--- src/rtl/swb_pkg.sv ---
package swb_pkg;
  typedef enum logic {
    CAUSE_INT = 1'b0,
    CAUSE_EXT = 1'b1
  } swb_cause_e;

  function automatic int unsigned beats_per_line(int unsigned line_bytes,
                                                 int unsigned beat_bits);
    return (line_bytes * 8) / beat_bits;
  endfunction
endpackage

--- src/rtl/swb_arb.sv ---
module swb_arb (
  input  logic clk,
  input  logic rst_n,
  input  logic full,
  input  logic cap_req,
  input  logic rpl_req,
  output logic accept,
  output logic cap_stall,
  output logic rpl_grant,
  output logic conflict
);
  assign accept    = cap_req & ~full;
  assign cap_stall = cap_req & full;
  assign rpl_grant = rpl_req & ~full;
  assign conflict  = rpl_req & full;

  // never grant the replacement buffer while the snoop entry drives the bus
  a_r6_snoop_priority: assert property (@(posedge clk) disable iff (!rst_n)
    full |-> !rpl_grant);
  // a stalled capture is never accepted
  a_r3_stall_blocks: assert property (@(posedge clk) disable iff (!rst_n)
    cap_stall |-> !accept);
endmodule

--- src/rtl/swb_store.sv ---
module swb_store #(
  parameter int ADDR_W    = 27,
  parameter int LINE_BITS = 256
) (
  input  logic                 clk,
  input  logic                 rst_n,
  input  logic                 accept,
  input  logic                 release_ent,
  input  logic [ADDR_W-1:0]    in_addr,
  input  logic [LINE_BITS-1:0] in_data,
  input  swb_pkg::swb_cause_e  in_cause,
  output logic                 valid,
  output logic [ADDR_W-1:0]    ent_addr,
  output logic [LINE_BITS-1:0] ent_data,
  output swb_pkg::swb_cause_e  ent_cause
);
  always_ff @(posedge clk) begin
    if (!rst_n) begin
      valid <= 1'b0;
    end else if (accept) begin
      valid <= 1'b1;
    end else if (release_ent) begin
      valid <= 1'b0;
    end
  end

  always_ff @(posedge clk) begin
    if (!rst_n) begin
      ent_addr  <= '0;
      ent_data  <= '0;
      ent_cause <= swb_pkg::CAUSE_INT;
    end else if (accept) begin
      ent_addr  <= in_addr;
      ent_data  <= in_data;
      ent_cause <= in_cause;
    end
  end

  // while held, the line contents are not replaced
  a_r3_no_overwrite: assert property (@(posedge clk) disable iff (!rst_n)
    valid && !release_ent |=> $stable(ent_addr) && $stable(ent_data) && $stable(ent_cause));
endmodule

--- src/rtl/swb_drain.sv ---
module swb_drain #(
  parameter int LINE_BITS = 256,
  parameter int BEAT_BITS = 64,
  localparam int BEATS = LINE_BITS / BEAT_BITS,
  localparam int IDX_W = (BEATS > 1) ? $clog2(BEATS) : 1
) (
  input  logic                 clk,
  input  logic                 rst_n,
  input  logic                 valid,
  input  logic [LINE_BITS-1:0] ent_data,
  input  logic                 ack,
  output logic                 beat_valid,
  output logic [IDX_W-1:0]     beat_idx,
  output logic [BEAT_BITS-1:0] beat_data,
  output logic                 last_ack,
  output logic                 busy
);
  localparam logic [IDX_W-1:0] LAST = IDX_W'(BEATS - 1);

  function automatic logic [BEAT_BITS-1:0] slice_beat(logic [LINE_BITS-1:0] line,
                                                      logic [IDX_W-1:0] k);
    return line[k*BEAT_BITS +: BEAT_BITS];
  endfunction

  logic beat_fire;

  assign beat_valid = valid;
  assign beat_fire  = valid & ack;
  assign last_ack   = beat_fire & (beat_idx == LAST);
  assign beat_data  = slice_beat(ent_data, beat_idx);
  assign busy       = valid & (beat_idx != '0);

  always_ff @(posedge clk) begin
    if (!rst_n) begin
      beat_idx <= '0;
    end else if (last_ack) begin
      beat_idx <= '0;
    end else if (beat_fire) begin
      beat_idx <= beat_idx + 1'b1;
    end
  end

  // beats advance in ascending order
  a_r4_ascending: assert property (@(posedge clk) disable iff (!rst_n)
    beat_fire && !last_ack |=> beat_idx == $past(beat_idx) + 1'b1);
  // acknowledges without a held line leave the index untouched
  a_r7_idle_ack: assert property (@(posedge clk) disable iff (!rst_n)
    !valid |=> beat_idx == '0);
  // the entry empties right after the final beat is accepted
  a_r5_free_after_last: assert property (@(posedge clk) disable iff (!rst_n)
    last_ack |=> !valid);
endmodule

--- src/rtl/snoop_wb_buf.sv ---
module snoop_wb_buf #(
  parameter int ADDR_W     = 27,
  parameter int LINE_BYTES = 32,
  parameter int BEAT_BITS  = 64,
  localparam int LINE_BITS = LINE_BYTES * 8,
  localparam int BEATS     = swb_pkg::beats_per_line(LINE_BYTES, BEAT_BITS),
  localparam int IDX_W     = (BEATS > 1) ? $clog2(BEATS) : 1
) (
  input  logic                 clk,
  input  logic                 rst_n,
  input  logic                 cap_req,
  input  logic [ADDR_W-1:0]    cap_addr,
  input  logic [LINE_BITS-1:0] cap_data,
  input  logic                 cap_cause,
  output logic                 cap_stall,
  output logic                 full,
  output logic                 busy,
  output logic                 drn_valid,
  output logic [ADDR_W-1:0]    drn_addr,
  output logic                 drn_cause,
  output logic [IDX_W-1:0]     drn_idx,
  output logic [BEAT_BITS-1:0] drn_data,
  input  logic                 drn_ack,
  input  logic                 rpl_req,
  output logic                 rpl_grant,
  output logic                 conflict
);
  logic                 accept;
  logic                 release_ent;
  logic [LINE_BITS-1:0] ent_data;
  swb_pkg::swb_cause_e  ent_cause;

  swb_arb u_arb (
    .clk(clk), .rst_n(rst_n), .full(full), .cap_req(cap_req), .rpl_req(rpl_req),
    .accept(accept), .cap_stall(cap_stall), .rpl_grant(rpl_grant), .conflict(conflict)
  );

  swb_store #(.ADDR_W(ADDR_W), .LINE_BITS(LINE_BITS)) u_store (
    .clk(clk), .rst_n(rst_n), .accept(accept), .release_ent(release_ent),
    .in_addr(cap_addr), .in_data(cap_data), .in_cause(swb_pkg::swb_cause_e'(cap_cause)),
    .valid(full), .ent_addr(drn_addr), .ent_data(ent_data), .ent_cause(ent_cause)
  );

  swb_drain #(.LINE_BITS(LINE_BITS), .BEAT_BITS(BEAT_BITS)) u_drain (
    .clk(clk), .rst_n(rst_n), .valid(full), .ent_data(ent_data), .ack(drn_ack),
    .beat_valid(drn_valid), .beat_idx(drn_idx), .beat_data(drn_data),
    .last_ack(release_ent), .busy(busy)
  );

  assign drn_cause = ent_cause;

  // an accepted capture shows up as a held line on the next cycle
  a_r2_capture_lands: assert property (@(posedge clk) disable iff (!rst_n)
    accept |=> full && drn_addr == $past(cap_addr));
endmodule

--- config.mk ---
export PLATFORM = sky130hd
export DESIGN_NAME = snoop_wb_buf
export DESIGN_NICKNAME = d
export VERILOG_FILES = /design/src/rtl/swb_pkg.sv /design/src/rtl/swb_arb.sv /design/src/rtl/swb_store.sv /design/src/rtl/swb_drain.sv /design/src/rtl/snoop_wb_buf.sv
export SDC_FILE = /design/constraint.sdc
export NUM_CORES = 1
export LEC_CHECK = 0
export ABC_AREA = 1
export BUFFER_PORTS_ARGS = -buffer_cell sky130_fd_sc_hd__buf_4
export CAP_MARGIN = 20
export CELL_PAD_IN_SITES_DETAIL_PLACEMENT = 1
export CELL_PAD_IN_SITES_GLOBAL_PLACEMENT = 1
export CORE_MARGIN = 3
export CORE_UTILIZATION = 37
export DETAILED_ROUTE_END_ITERATION = 8
export GPL_TIMING_DRIVEN = 0
export PLACE_DENSITY_LB_ADDON = 0.1
export SYNTH_ARGS = -nofsm -noshare
export SYNTH_HDL_FRONTEND = slang
export SYNTH_SLANG_ARGS = --single-unit
--- constraint.sdc ---
create_clock -name clk -period 1.9 [get_ports clk]
set_clock_uncertainty 0.2 [all_clocks]
set_input_delay 0.095 -clock clk [delete_from_list [all_inputs] [get_ports clk]]
set_output_delay 0.095 -clock clk [all_outputs]
set_load 0.01 [all_outputs]
==> metrics.md <==
| Metric | Value |
|---|---|
| Status | complete, but fails checks |
| Violated checks | setup timing |
| Worst Reg-to-Reg Cells | 7 |
| Peak supply drop | 0.487 mV |
| FF-to-FF End | u_store.ent_data[139]$_SDFFE_PN0P_ |
| Die ar. | about 42000 um2 |
| Primary FF master, synth | dfxtp_1 |
| Seq/Total Area, Yosys | roughly two fifths |
| Pleak | 11.3 nW |
| Total core area | roughly 40000 um2 |
| Gr ovfl total | 0 |
| Post-Syn Nets | between 2k and 3k |
| Total power | 18.4 mW |
| Setup crit start | u_drain.beat_idx[0]$_SDFFE_PP0P_ |
| Post-synthesis register bit count | about 290 |
| Mapped Cells | around 2.3k |
| Setup TNS | -11.05 ns |
| GRT Total Usage | about 37% |
| CTS tree | yes |
| Initial Util | approximately 38% |
| Post-synth EDFFs | 0 |
| Drt pass-1 iters | 8 |
| FF-to-FF Start | u_store.valid$_SDFFE_PN0P_ |
| Number of nets in the layout | approximately 3.3k |
| Vias in the first global route | around 20k |
| Clk root buf | clkbuf_16 |
| Tcrit/Tclk final | 113% |
| Layout cells sized above 1 | 25.0% |
| Cell taking the most area after synthesis | dfxtp_1 |
| Final Slew Violations | 0 |
| Crit-path max FO | 10 |
| Max Cap Viol | 0 |
| Reg clk slew, reported paths | around 0.06 ns |
| Final min period | approximately 2.1 ns |
| Iter 0 DRT Violations | just over 1k |
| Clk Latency, worst-skew pair | around 0.53 ns |
| Total Wirelength | ~80000 um |
| Worst slew pin tran | 1.15 ns |
| Synth unique cells | 14 |
| Hpwl dp | 47200 um |
| Drt drc | 0 |
| Mapped Area | 14700 um2 |
| DR vias | between 15k and 20k |
| Placer Congestion | around 0.9 |
| Rel. slew slack | 23.5% |
| Hold Path Class | in -> reg |
| Warnings from Yosys | 0 |
| Synth-to-Final Area Change | 59.7% |
| Top Ports | between 300 and 400 |
| RSZ-0062 raised after global routing | true |
| Synth Area per Inst | between 6 and 7 um2 |
| Site row count | 72 |
| Final WS setup | -0.239 ns |
| Hold Fails Final Rpt | 0 |
| Setup violators final | between 60 and 70 |
| Die Y | just over 200 um |
| Routed Antenna Nets | 0 |
| H-tree levels | 2 |
| Die Wd | roughly 210 um |
| Clock Path Buffers | 3 |
| CTS Sinks | roughly 290 |
| Cts bufs inserted | 36 |
| Buffers on Ports | between 300 and 400 |
| Vias per cell | between 5 and 6 |
| Dominant cells by area after synthesis | dfxtp_1 39%, nor2_1 15%, nand3b_1 14%, nand2_1 14%, inv_1 5.0% |
| Fmax | ~470 MHz |
| Capture point of the worst path | drn_data[62] |
| Async set-or-reset flop fraction in the synthesized netlist | 0% |
| Post-synth top area share | roughly two fifths |
| R2R Setup Slk | approximately 0.020 ns |
| Critical Path RT | roughly 1.6 ns |
| CP Capture Type | primary output |
| Pin count of the biggest net entering global routing | 12 |
| First-pass GRT wire length | around 120000 um |
| Number of antenna violations at the first check in global routing | 8 |
| Routed WL per cell | ~23 um |
| Crit Path Category | reg -> out |
| Critical Path AT | roughly 1.8 ns |
| CP Launch Type | flip-flop |
| Power per cell area | 782 nW/um2 |
==> report_power, final <==
part | switching (mW) | total (mW) | internal [mW]
Combinational | 2.52 | 4.77 | 2.25
Clock | 2.79 | 6.85 | 4.06
Sequential | 0.294 | 6.80 | 6.50
==> layout by cell type (no fill, tap or decap), types with 2 or more instances in the layout <==
master	Yosys	layout
nand2_2	0	36
buf_8	0	12
buf_2	115	89
inv_1	198	197
buf_6	0	36
buf_4	7	375
or2_4	0	41
nand3_1	131	78
clkbuf_16	0	45
or2_2	64	23
dfxtp_2	0	2
clkbuf_4	0	3
nor2_1	574	574
dfxtp_1	287	284
clkbuf_1	33	24
diode_2	0	8
inv_2	2	3
clkbuf_2	0	2
clkbuf_8	0	20
buf_12	0	8
dlygate4sd3_1	0	287
nand3_2	0	52
nand3b_1	284	284
buf_1	15	9
nand2_1	548	512
ha_1	2	2
==> flip-flops by register name (all words and copies together) (netlist names) <==
| signal | flops |
|---|---|
| u_store.ent_cause | 1 |
| u_store.ent_data | 256 |
| u_store.ent_addr | 27 |
| u_drain.beat_idx | 2 |
| u_store.valid | 1 |
==> through the flow <==
step           hold WS, ns  area, um2  util, %  setup slack (ns)  cells
2_1_floorplan       0.0732      14700        -             0.405   2261
3_3_place_gp         0.196      18300     46.9            -0.468   3165
3_5_place_dp         0.211      18300     46.9            -0.470   3165
4_1_cts             0.0324      23300     59.8            -0.234   3520
5_1_grt              0.118      23500     60.3            -0.272   3528
6_report            0.0802      23500     60.4            -0.239   3529
==> area by class of cell <==
class	instances	area [um2]
Timing Repair Buffer	682	6020
Sequential cell	287	5750
Buffer	170	1310
Multi-Input combinational cell	1604	7900
Clock buffer	59	1140
Inverter	200	751
Antenna cell	8	20.0
Clock inverter	1	5.00
Tap cell	518	648
Fill cell	4930	15500
==> metal layers <==
metal  global-route usage (%)  vias to the layer above  wire, um
met4                     17.3                        0      4060
met3                     7.66                      254      5310
met1                     41.9                     8987     31300
met5                        0                        -         0
li1                         -                     8352         -
met2                     66.0                      797     40100
==> kinds of logic after synthesis <==
family	count (synthesis)	synth area share, %
adder cells (fa/ha/maj)	2	0.170
AND/OR/NAND/NOR	1602	50.3
buffers and inverters	370	10.6
flip-flops	287	39.0
==> timing repair <==
action / in CTS / in global routing
gates resized for setup: 261 / 58
gates cloned: 4 / 1
hold endpoints to repair: 287 / 0
hold buffers: 287 / 0
endpoints found under the setup margin: 283 / 205
setup buffers: 4 / 0
pin swaps: 23 / 6
==> critical path, stage by stage (launching register included) <==
cell and delay (ns):
dfxtp_4 0.42, buf_4 0.15, buf_16 0.13, buf_12 0.15, nand2_1 0.07, nand3_1 0.12, nand2_1 0.10, buf_4 0.16
==> cells in the mapped netlist (7+ instances only) <==
library cell  instances
nand3b_1            284
buf_4                 7
nand3_1             131
dfxtp_1             287
buf_1                15
buf_2               115
nand2_1             548
clkbuf_1             33
or2_2                64
nor2_1              574
inv_1               198
==> how the worst min path moves through the flow <==
stage / slack [ns] / depth (start not counted) / startpoint / to
global placement: 0.20 / 4 / cap_addr[2] / u_store.ent_addr[2]$_SDFFE_PN0P_
finish: 0.08 / 5 / cap_req / u_store.ent_data[247]$_SDFFE_PN0P_
floorplan: 0.07 / 2 / rpl_req / rpl_grant
detailed placement: 0.21 / 4 / cap_data[47] / u_store.ent_data[47]$_SDFFE_PN0P_
global route: 0.12 / 5 / cap_req / u_store.ent_data[243]$_SDFFE_PN0P_
CTS: 0.03 / 5 / cap_req / u_store.ent_data[247]$_SDFFE_PN0P_
Note: power is estimated with default switching activity, not from simulation.
